===== src/rtl/ctl_decoder_pkg.sv =====
package ctl_decoder_pkg;
  localparam int CTL_W = 26;
  typedef logic [CTL_W-1:0] ctl_t;

  localparam int B_PC_OUT  = 0;
  localparam int B_PC_IN   = 1;
  localparam int B_MBR_OUT = 2;
  localparam int B_MBR_IN  = 3;
  localparam int B_MDR_OUT = 4;
  localparam int B_MDR_IN  = 5;
  localparam int B_MAR_OUT = 6;
  localparam int B_MAR_IN  = 7;
  localparam int B_SP_OUT  = 8;
  localparam int B_SP_IN   = 9;
  localparam int B_TOS_OUT = 10;
  localparam int B_TOS_IN  = 11;
  localparam int B_H_IN    = 12;
  localparam int B_OP_IN   = 13;
  localparam int B_F0      = 14;
  localparam int B_F1      = 15;
  localparam int B_ENA     = 16;
  localparam int B_ENB     = 17;
  localparam int B_INVA    = 18;
  localparam int B_INC     = 19;
  localparam int B_CS      = 20;
  localparam int B_RD      = 21;
  localparam int B_OE      = 22;
  localparam int B_LOAD_D  = 23;
  localparam int B_DRIVE_D = 24;
  localparam int B_END     = 25;

  typedef struct packed {
    logic add;
    logic load_local;
    logic push_imm;
    logic unknown;
  } instr_t;
endpackage


===== src/rtl/ctl_step_counter.sv =====
module ctl_step_counter #(
  parameter int STEP_W = 3,
  localparam int NSTEPS = 1 << STEP_W
) (
  input  logic              clk,
  input  logic              rst,
  input  logic              hold,
  input  logic              seq_end,
  output logic [STEP_W-1:0] step_q,
  output logic [NSTEPS-1:0] step_oh
);
  always_ff @(posedge clk) begin
    if (rst)          step_q <= '0;
    else if (hold)    step_q <= step_q;
    else if (seq_end) step_q <= '0;
    else              step_q <= STEP_W'(step_q + 1'b1);
  end

  for (genvar i = 0; i < NSTEPS; i++) begin : g_oh
    assign step_oh[i] = (step_q == STEP_W'(i));
  end

  p_onehot_r1: assert property (@(posedge clk) disable iff (rst)
    $countones(step_oh) == 1);
  p_advance_r1: assert property (@(posedge clk) disable iff (rst)
    (!hold && !seq_end) |=> step_q == STEP_W'($past(step_q) + 1'b1));
  p_restart_r2: assert property (@(posedge clk) disable iff (rst)
    (!hold && seq_end) |=> step_oh[0]);
  p_freeze_r9: assert property (@(posedge clk) disable iff (rst)
    hold |=> $stable(step_q));
endmodule


===== src/rtl/ctl_op_decode.sv =====
module ctl_op_decode
  import ctl_decoder_pkg::*;
#(
  parameter int OP_W = 8,
  parameter logic [OP_W-1:0] OPC_ADD  = 8'h60,
  parameter logic [OP_W-1:0] OPC_LOAD = 8'h15,
  parameter logic [OP_W-1:0] OPC_PUSH = 8'h10
) (
  input  logic [OP_W-1:0] opcode,
  output instr_t          instr
);
  always_comb begin
    instr = '0;
    unique case (opcode)
      OPC_ADD:  instr.add        = 1'b1;
      OPC_LOAD: instr.load_local = 1'b1;
      OPC_PUSH: instr.push_imm   = 1'b1;
      default:  instr.unknown    = 1'b1;
    endcase
  end
endmodule


===== src/rtl/ctl_matrix.sv =====
module ctl_matrix
  import ctl_decoder_pkg::*;
#(
  parameter int NSTEPS = 8
) (
  input  logic              clk,
  input  logic              rst,
  input  logic [NSTEPS-1:0] t,
  input  instr_t            instr,
  output ctl_t              ctl_raw
);
  logic ad, ld, ps, uk;
  logic t0, t1, t2, t3, t4, t5, t6;
  assign ad = instr.add;
  assign ld = instr.load_local;
  assign ps = instr.push_imm;
  assign uk = instr.unknown;
  assign t0 = t[0];
  assign t1 = t[1];
  assign t2 = t[2];
  assign t3 = t[3];
  assign t4 = t[4];
  assign t5 = t[5];
  assign t6 = t[6];

  logic opnd_fetch, alu_pass;
  assign opnd_fetch = t0 | (t1 & (ps | ld));
  assign alu_pass   = (t1 & ad) | (t2 & (ps | ad | ld)) | (t3 & (ps | ad))
                    | (t4 & ld) | (t5 & ld);

  always_comb begin
    ctl_raw = '0;
    ctl_raw[B_PC_OUT]  = opnd_fetch;
    ctl_raw[B_PC_IN]   = opnd_fetch;
    ctl_raw[B_MBR_IN]  = t1 & (ps | ld);
    ctl_raw[B_MBR_OUT] = t2 & (ps | ld);
    ctl_raw[B_MDR_OUT] = (t3 & ad) | (t4 & ld);
    ctl_raw[B_MDR_IN]  = (t2 & ps) | (t3 & ad);
    ctl_raw[B_MAR_OUT] = (t4 & (ps | ad)) | (t3 & ld) | (t6 & ld);
    ctl_raw[B_MAR_IN]  = (t3 & ps) | (t1 & ad) | (t2 & ld) | (t5 & ld);
    ctl_raw[B_SP_OUT]  = (t3 & ps) | (t1 & ad) | (t5 & ld);
    ctl_raw[B_SP_IN]   = (t3 & ps) | (t1 & ad) | (t5 & ld);
    ctl_raw[B_TOS_OUT] = t2 & ad;
    ctl_raw[B_TOS_IN]  = (t2 & ps) | (t3 & ad) | (t4 & ld);
    ctl_raw[B_H_IN]    = t2 & ad;
    ctl_raw[B_OP_IN]   = t0;
    ctl_raw[B_F0]      = opnd_fetch | (t1 & ad) | (t3 & (ad | ps)) | (t5 & ld);
    ctl_raw[B_F1]      = opnd_fetch | alu_pass;
    ctl_raw[B_ENA]     = t3 & ad;
    ctl_raw[B_ENB]     = opnd_fetch | alu_pass;
    ctl_raw[B_INVA]    = t1 & ad;
    ctl_raw[B_INC]     = opnd_fetch | (t3 & ps) | (t5 & ld);
    ctl_raw[B_CS]      = opnd_fetch | (t2 & ad) | (t3 & ld)
                       | (t4 & (ps | ad)) | (t6 & ld);
    ctl_raw[B_RD]      = opnd_fetch | (t2 & ad) | (t3 & ld);
    ctl_raw[B_OE]      = opnd_fetch | (t2 & ad) | (t3 & ld);
    ctl_raw[B_LOAD_D]  = (t2 & ad) | (t3 & ld);
    ctl_raw[B_DRIVE_D] = (t4 & (ps | ad)) | (t6 & ld);
    ctl_raw[B_END]     = (t4 & (ps | ad)) | (t6 & ld) | (t1 & uk);
  end

  p_fetch_r3: assert property (@(posedge clk) disable iff (rst)
    t0 |-> (ctl_raw[B_OP_IN] && ctl_raw[B_PC_IN] && ctl_raw[B_RD] && !ctl_raw[B_END]));
  p_unknown_nop_r7: assert property (@(posedge clk) disable iff (rst)
    (t1 && uk) |-> ctl_raw == ctl_t'(1) << B_END);
  p_write_ends_r2: assert property (@(posedge clk) disable iff (rst)
    ctl_raw[B_DRIVE_D] |-> ctl_raw[B_END]);
endmodule


===== src/rtl/ctl_decoder.sv =====
module ctl_decoder
  import ctl_decoder_pkg::*;
#(
  parameter int STEP_W = 3,
  parameter int OP_W   = 8,
  localparam int NSTEPS = 1 << STEP_W
) (
  input  logic              clk,
  input  logic              rst,
  input  logic              halt,
  input  logic [OP_W-1:0]   opcode,
  input  logic              alu_n,
  input  logic              alu_z,
  output logic [CTL_W-1:0]  ctl,
  output logic [NSTEPS-1:0] step_oh
);
  logic [STEP_W-1:0] step_q;
  instr_t instr;
  ctl_t   ctl_raw;
  logic   flags_unused;

  assign flags_unused = alu_n ^ alu_z;

  ctl_step_counter #(.STEP_W(STEP_W)) u_cnt (
    .clk     (clk),
    .rst     (rst),
    .hold    (halt),
    .seq_end (ctl_raw[B_END]),
    .step_q  (step_q),
    .step_oh (step_oh)
  );

  ctl_op_decode #(.OP_W(OP_W)) u_dec (
    .opcode (opcode),
    .instr  (instr)
  );

  ctl_matrix #(.NSTEPS(NSTEPS)) u_mat (
    .clk     (clk),
    .rst     (rst),
    .t       (step_oh),
    .instr   (instr),
    .ctl_raw (ctl_raw)
  );

  assign ctl = halt ? '0 : (flags_unused & 1'b0) ? '0 : ctl_raw;

  p_halt_quiet_r9: assert property (@(posedge clk) disable iff (rst)
    halt |-> ctl == '0);
  p_end_restart_r2: assert property (@(posedge clk) disable iff (rst)
    (ctl[B_END] && !halt) |=> step_oh == NSTEPS'(1));
  p_reset_fetch_r8: assert property (@(posedge clk)
    $past(rst) |-> step_oh[0]);
endmodule


===== config.mk =====
export PLATFORM = sky130hd
export DESIGN_NAME = ctl_decoder
export DESIGN_NICKNAME = d
export VERILOG_FILES = /design/src/rtl/ctl_decoder_pkg.sv /design/src/rtl/ctl_step_counter.sv /design/src/rtl/ctl_op_decode.sv /design/src/rtl/ctl_matrix.sv /design/src/rtl/ctl_decoder.sv
export SDC_FILE = /design/constraint.sdc
export NUM_CORES = 1
export LEC_CHECK = 0
export BUFFER_PORTS_ARGS = -buffer_cell sky130_fd_sc_hd__buf_2
export CORE_UTILIZATION = 43
export CTS_CLUSTER_SIZE = 10
export DETAILED_ROUTE_END_ITERATION = 10
export GPL_TIMING_DRIVEN = 0
export PLACE_DENSITY = 0.84
export SYNTH_ARGS = -nofsm -noshare
export SYNTH_HDL_FRONTEND = slang
export SYNTH_SLANG_ARGS = --single-unit

===== constraint.sdc =====
create_clock -name clk -period 5.3 [get_ports clk]
set_input_delay 1.06 -clock clk [delete_from_list [all_inputs] [get_ports clk]]
set_output_delay 1.06 -clock clk [all_outputs]
set_load 0.005 [all_outputs]

# == Yosys cells after proc, flatten, opt, wreduce, memory -nomap -nowiden ==
# Index checks and enable logic that the tools add are counted.
# totals
in_bits,13
out_inout_bits,34
reg_bits,3
# op_classes
n_bitwise,46
mux,6
n_reduce_logical,2
addsub,1
eq_ne,10
# ops
cell,n
$or 1x1->1,30
$mux 26,1
$and 1x1->1,16
$eq 8x5->1 const B,2
$eq 3x3->1 const B,4
$eq 8x7->1 const B,1
$eq 3x2->1 const B,2
$mux 1,4
$add 3x1->3 const B,1
$eq 3x1->1 const B,1
$logic_not 3->1,1
$mux 3,1
$reduce_or 3->1,1

# == Longest topological paths before layout ==
# logic_depth
depth_word,11
depth_mapped,8

# == Modules after synthesis ==
# A second synthesis with hierarchy kept.
# hier_totals
cells_unflattened,107
hier_area_um2,767.0
# modules_own_cells
module,area_each_um2,cells_per_inst,n_inst
ctl_matrix,279.0,42,1
ctl_step_counter,231.5,27,1
ctl_decoder,180.2,28,1
ctl_op_decode,76.3,10,1

# == Least setup slack after synthesis ==
# Ideal clock, no wire load.
# synth_path
kind,input-to-output
from,in opcode[1]
to,out ctl[22]
arrival_ns,2.354
slack_ns,1.886
path_stages,6
path_buffers,2
cell_sequence,or4_4 -> buf_6 -> nor3_2 -> a21o_1 -> nand2b_1 -> buf_4
# synth_between
elab_chain_len,8
# synth_lines
item,line,text
start: declaration,ctl_decoder.sv:11,"input logic [OP_W-1:0] opcode,"
$eq 8x5->1,ctl_op_decode.sv:14,unique case (opcode)
$mux 1,ctl_op_decode.sv:14,
$or 1x1->1,ctl_matrix.sv:27,assign opnd_fetch = t0 | (t1 & (ps | ld));
$and 1x1->1,ctl_matrix.sv:27,
$or 1x1->1,ctl_matrix.sv:27,
$or 1x1->1,ctl_matrix.sv:56,ctl_raw[B_OE] = opnd_fetch | (t2 & ad) | (t3 & ld);
$or 1x1->1 (*),ctl_matrix.sv:56,
$mux 26 (*),ctl_decoder.sv:46,assign ctl = halt ? '0 : (flags_unused & 1'b0) ? '0 : ctl_raw;
end: declaration,ctl_decoder.sv:14,"output logic [CTL_W-1:0] ctl,"
# Every way passes the cells marked *; elsewhere a longest branch is shown, timed or not.

# == Final worst setup path ==
# layout_path
from,in opcode[4]
to,out ctl[17]
# layout_between
elab_chain_len,11
# layout_lines
item,line,text
$eq 8x5->1 or $eq 8x7->1 (tied branches),ctl_op_decode.sv:14,
$mux 1,ctl_op_decode.sv:14,
$or 1x1->1 (2 in series),ctl_matrix.sv:28,assign alu_pass = (t1 & ad) | (t2 & (ps | ad | ld)) | (t3 & (ps | ad))
$and 1x1->1,ctl_matrix.sv:28,
$or 1x1->1 (2 in series),ctl_matrix.sv:28,
$or 1x1->1 (2 in series),ctl_matrix.sv:29,| (t4 & ld) | (t5 & ld);
$or 1x1->1 (*),ctl_matrix.sv:50,ctl_raw[B_ENB] = opnd_fetch | alu_pass;
$mux 26 (*),ctl_decoder.sv:46,
# Marks and branches as above.

==> flow_metrics.tcl <==
set metrics [dict create \
    outcome "finished, final reports clean" \
    postRouteAntennaNets 0 \
    seqPwrFrac_pct 21.4 \
    synth_edf_count 0 \
    setup_viol 0 \
    largestRegisters "u_cnt.step_q x3" \
    avgRoutedWirePerCell_microns 12.3 \
    p_switching_uw 43.6 \
    diodes 0 \
    arrival_ps 2580 \
    largest-register "u_cnt.step_q" \
    first_global_vias 621 \
    crit_buf_inv 3 \
    synth.ff_latch_count 3 \
    grt_max_degree 11 \
    finalCriticalPeriod_ps 3640 \
    irDropWorstVdd_uv 107 \
    drtIter0Drc 7 \
    path_common_cell "buf_2" \
    p_leak_uw 0.000531 \
    finClkSkew_ps 7.09 \
    max_freq_ghz 0.275 \
    r2r_setup_slack_ps 3710 \
    grt_remaining_overflow 0 \
    place.gp.congestion 0.819 \
    vias 811 \
    multiInputGateArea_sq_um 519 \
    relSlewSlack_pct 59.8 \
    path_max_fanout 6 \
    p_per_area_mw_per_mm2 134 \
    cts_made_buffers 3 \
    register_area_sq_um 60.1 \
    yosysUniqueCellTypes 42 \
    combPwrFrac_pct 45.8 \
    fin_hold_ws_ps 577 \
    slowest_delay_ps 600 \
    clkPwrFrac_pct 32.8 \
    viasPerCell 5.48 \
    filler_cell_count 126 \
    place_hpwl_mm 1.52 \
    r2r-end "u_cnt.step_q[0]$_SDFFE_PP0N_" \
    coreArea_sq_mm 0.00137 \
    syn2layout_area_growth_pct 39.2 \
    portBuffers 43 \
    clock_latency_ps 240 \
    num_rows 13 \
    antenna_found_initial 0 \
    setup_tns_ps 0 \
    maxSlewViolCount 0 \
    fin_cells 148 \
    cts_tree "done" \
    cp_slowest_cell "or4bb_4" \
    maxCapViolations 0 \
    worstMarginPinSlew_ps 597 \
    rsz0062_at_grt "no" \
    cp.depth 7 \
    yosysWarnings 0 \
    final_layout_size_suffix_gt1_share_pct 48.9 \
    postSynthAreaPerCell_sq_um 7.73 \
    setup.worst_path.end "ctl[17]" \
    track_usage_pct 22.4 \
    post-cts-setup-buffer-count 0 \
    fin_area_sq_um 925 \
    drcViolationCount 0 \
    clk_pin_slew_ps 30 \
    synth_fp_nets 105 \
    grtUsageMet2_pct 42.6 \
    cp-end-kind "output pin" \
    die_w_microns 41.3 \
    placed_cells 144 \
    path_delay_family "simple AND/OR/NAND/NOR gates" \
    h-tree-depth 1 \
    final_hold_viol_count 0 \
    fin_nets 153 \
    crit_start "opcode[4]" \
    cts_sinks 3 \
    cts_resized 0 \
    top_usage_layer "met2" \
    crit_path_start_kind "input pin" \
    hp-class "reg -> reg" \
    ys.flop_type "dfxtp_1" \
    syn-cell-area_sq_um 664 \
    grt_first_pass_wirelength_mm 2.55 \
    cts-root-buf "clkbuf_4" \
    path_class "in -> out" \
    start_util_pct 48.6 \
    grt_use_met3_pct 4.79 \
    synth_cells 86 \
    cts_hold_repair.buffers 0 \
    ys_seq_area_share_pct 9.04 \
    design.die.area_sq_mm 0.00171 \
    first_pass_iters 4 \
    switching_share_pct 35.0 \
    p_int_uw 80.8 \
    timing.final.crit_share_pct 68.7 \
    r2r-start "u_cnt.step_q[0]$_SDFFE_PP0N_" \
    fp.dieH_microns 41.3 \
    clk_path_buf_depth 2 \
    crit_chain "buf_2, or4bb_4, o22ai_1, a22oi_1, nand4_1, buf_4, buf_2" \
    post-route-util_pct 67.7 \
    worstRegToRegCells 6 \
    io_pins 47 \
    grt.met1_usage_pct 27.1 \
    async_flop_share_pct 0 \
    cp.required_ps 4240 \
    drt-total-wl_mm 1.82 \
    largest_reg_flops 3 \
    dpl_cell_area_sq_um 898 \
]
tightest hold or removal path, cell delays in order, from the launching register on:
cell and delay, ps:
dfxtp_1 330, mux2i_1 140, nor4_1 60
per-stage QoR:
| stage | total power [uW] | setup WS [ps] |
|---|---|---|
| global placement | 81.3 | 1710 |
| global route | 138 | 1570 |
| CTS | 126 | 1660 |
| floorplan | 59.9 | 1890 |
| detailed placement | 84.0 | 1660 |
| finish | 124 | 1660 |
layout make-up:
| class | count | area share [%] |
|---|---|---|
| Sequential cell | 3 | 6.50 |
| Tap cell | 15 | 2.03 |
| Timing Repair Buffer | 43 | 23.3 |
| Inverter | 7 | 2.84 |
| Multi-Input combinational cell | 68 | 56.2 |
| Buffer | 8 | 6.36 |
| Clock buffer | 4 | 2.84 |
power groups by stage:
stage	logic (uW)	registers [uW]	clock network [uW]
2_1_floorplan	33.6	26.3	0
3_5_place_dp	57.1	26.9	0
6_report	57.0	26.5	40.8
5_1_grt	64.7	26.9	45.9
3_3_place_gp	54.7	26.6	0
4_1_cts	57.2	26.5	42.7
Yosys cell counts (2+ instances only):
cell | instances | area, sq um
a21o_1 | 2 | 15.0
a21oi_1 | 2 | 10.0
a22oi_1 | 2 | 15.0
and2_1 | 3 | 18.8
buf_2 | 2 | 10.0
buf_4 | 5 | 37.5
dfxtp_1 | 3 | 60.1
ha_1 | 6 | 75.1
inv_1 | 7 | 26.3
nand2_1 | 4 | 15.0
nand2b_1 | 2 | 12.5
nand4_1 | 2 | 12.5
nor2_1 | 7 | 26.3
nor2b_1 | 3 | 18.8
nor3_2 | 2 | 20.0
nor4_1 | 5 | 31.3
o21ai_1 | 3 | 15.0
xor2_1 | 2 | 17.5
layout by cell type (no fill, tap or decap), drive strengths merged:
cell,synthesis,layout
a21o,2,2
a21oi,3,3
a22oi,2,2
and2,3,3
and3,1,1
and3b,1,1
buf,8,51
clkbuf,0,4
dfxtp,3,3
ha,6,6
inv,7,7
mux2i,1,1
nand2,4,4
nand2b,2,2
nand3,1,1
nand3b,1,1
nand4,2,2
nor2,7,7
nor2b,3,3
nor3,3,3
nor3b,1,1
nor4,6,6
nor4bb,1,1
o2111ai,1,1
o21ai,5,5
o22a,1,1
o22ai,1,1
or2,2,2
or3b,2,2
or4,2,2
or4b,1,1
or4bb,1,1
xor2,2,2
metal layers:
layer	up-vias	wire length, microns
li1	403	-
met4	0	0
met5	-	0
met1	363	755
met3	0	146
met2	45	913
cell families after synthesis:
logic type | after synthesis | share of synthesized area (%)
XOR/XNOR | 2 | 2.64
buffers and inverters | 15 | 12.8
adder cells (fa/ha/maj) | 6 | 11.3
multiplexers | 1 | 1.51
AND/OR/NAND/NOR | 44 | 45.8
flip-flops | 3 | 9.04
AO/OA/AOI/OAI | 15 | 16.9
how the worst min path moves through the flow:
stage                                   end                         start  cells past startpoint  slack, ps
2_1_floorplan  u_cnt.step_q[1]$_SDFFE_PP0N_  u_cnt.step_q[1]$_SDFFE_PP0N_                      2        540
3_3_place_gp   u_cnt.step_q[0]$_SDFFE_PP0N_  u_cnt.step_q[0]$_SDFFE_PP0N_                      2        570
3_5_place_dp   u_cnt.step_q[1]$_SDFFE_PP0N_  u_cnt.step_q[1]$_SDFFE_PP0N_                      2        580
4_1_cts        u_cnt.step_q[1]$_SDFFE_PP0N_  u_cnt.step_q[1]$_SDFFE_PP0N_                      2        580
5_1_grt        u_cnt.step_q[1]$_SDFFE_PP0N_  u_cnt.step_q[1]$_SDFFE_PP0N_                      2        630
6_report       u_cnt.step_q[1]$_SDFFE_PP0N_  u_cnt.step_q[1]$_SDFFE_PP0N_                      2        580
No activity file was read; power rests on OpenSTA's default activity.
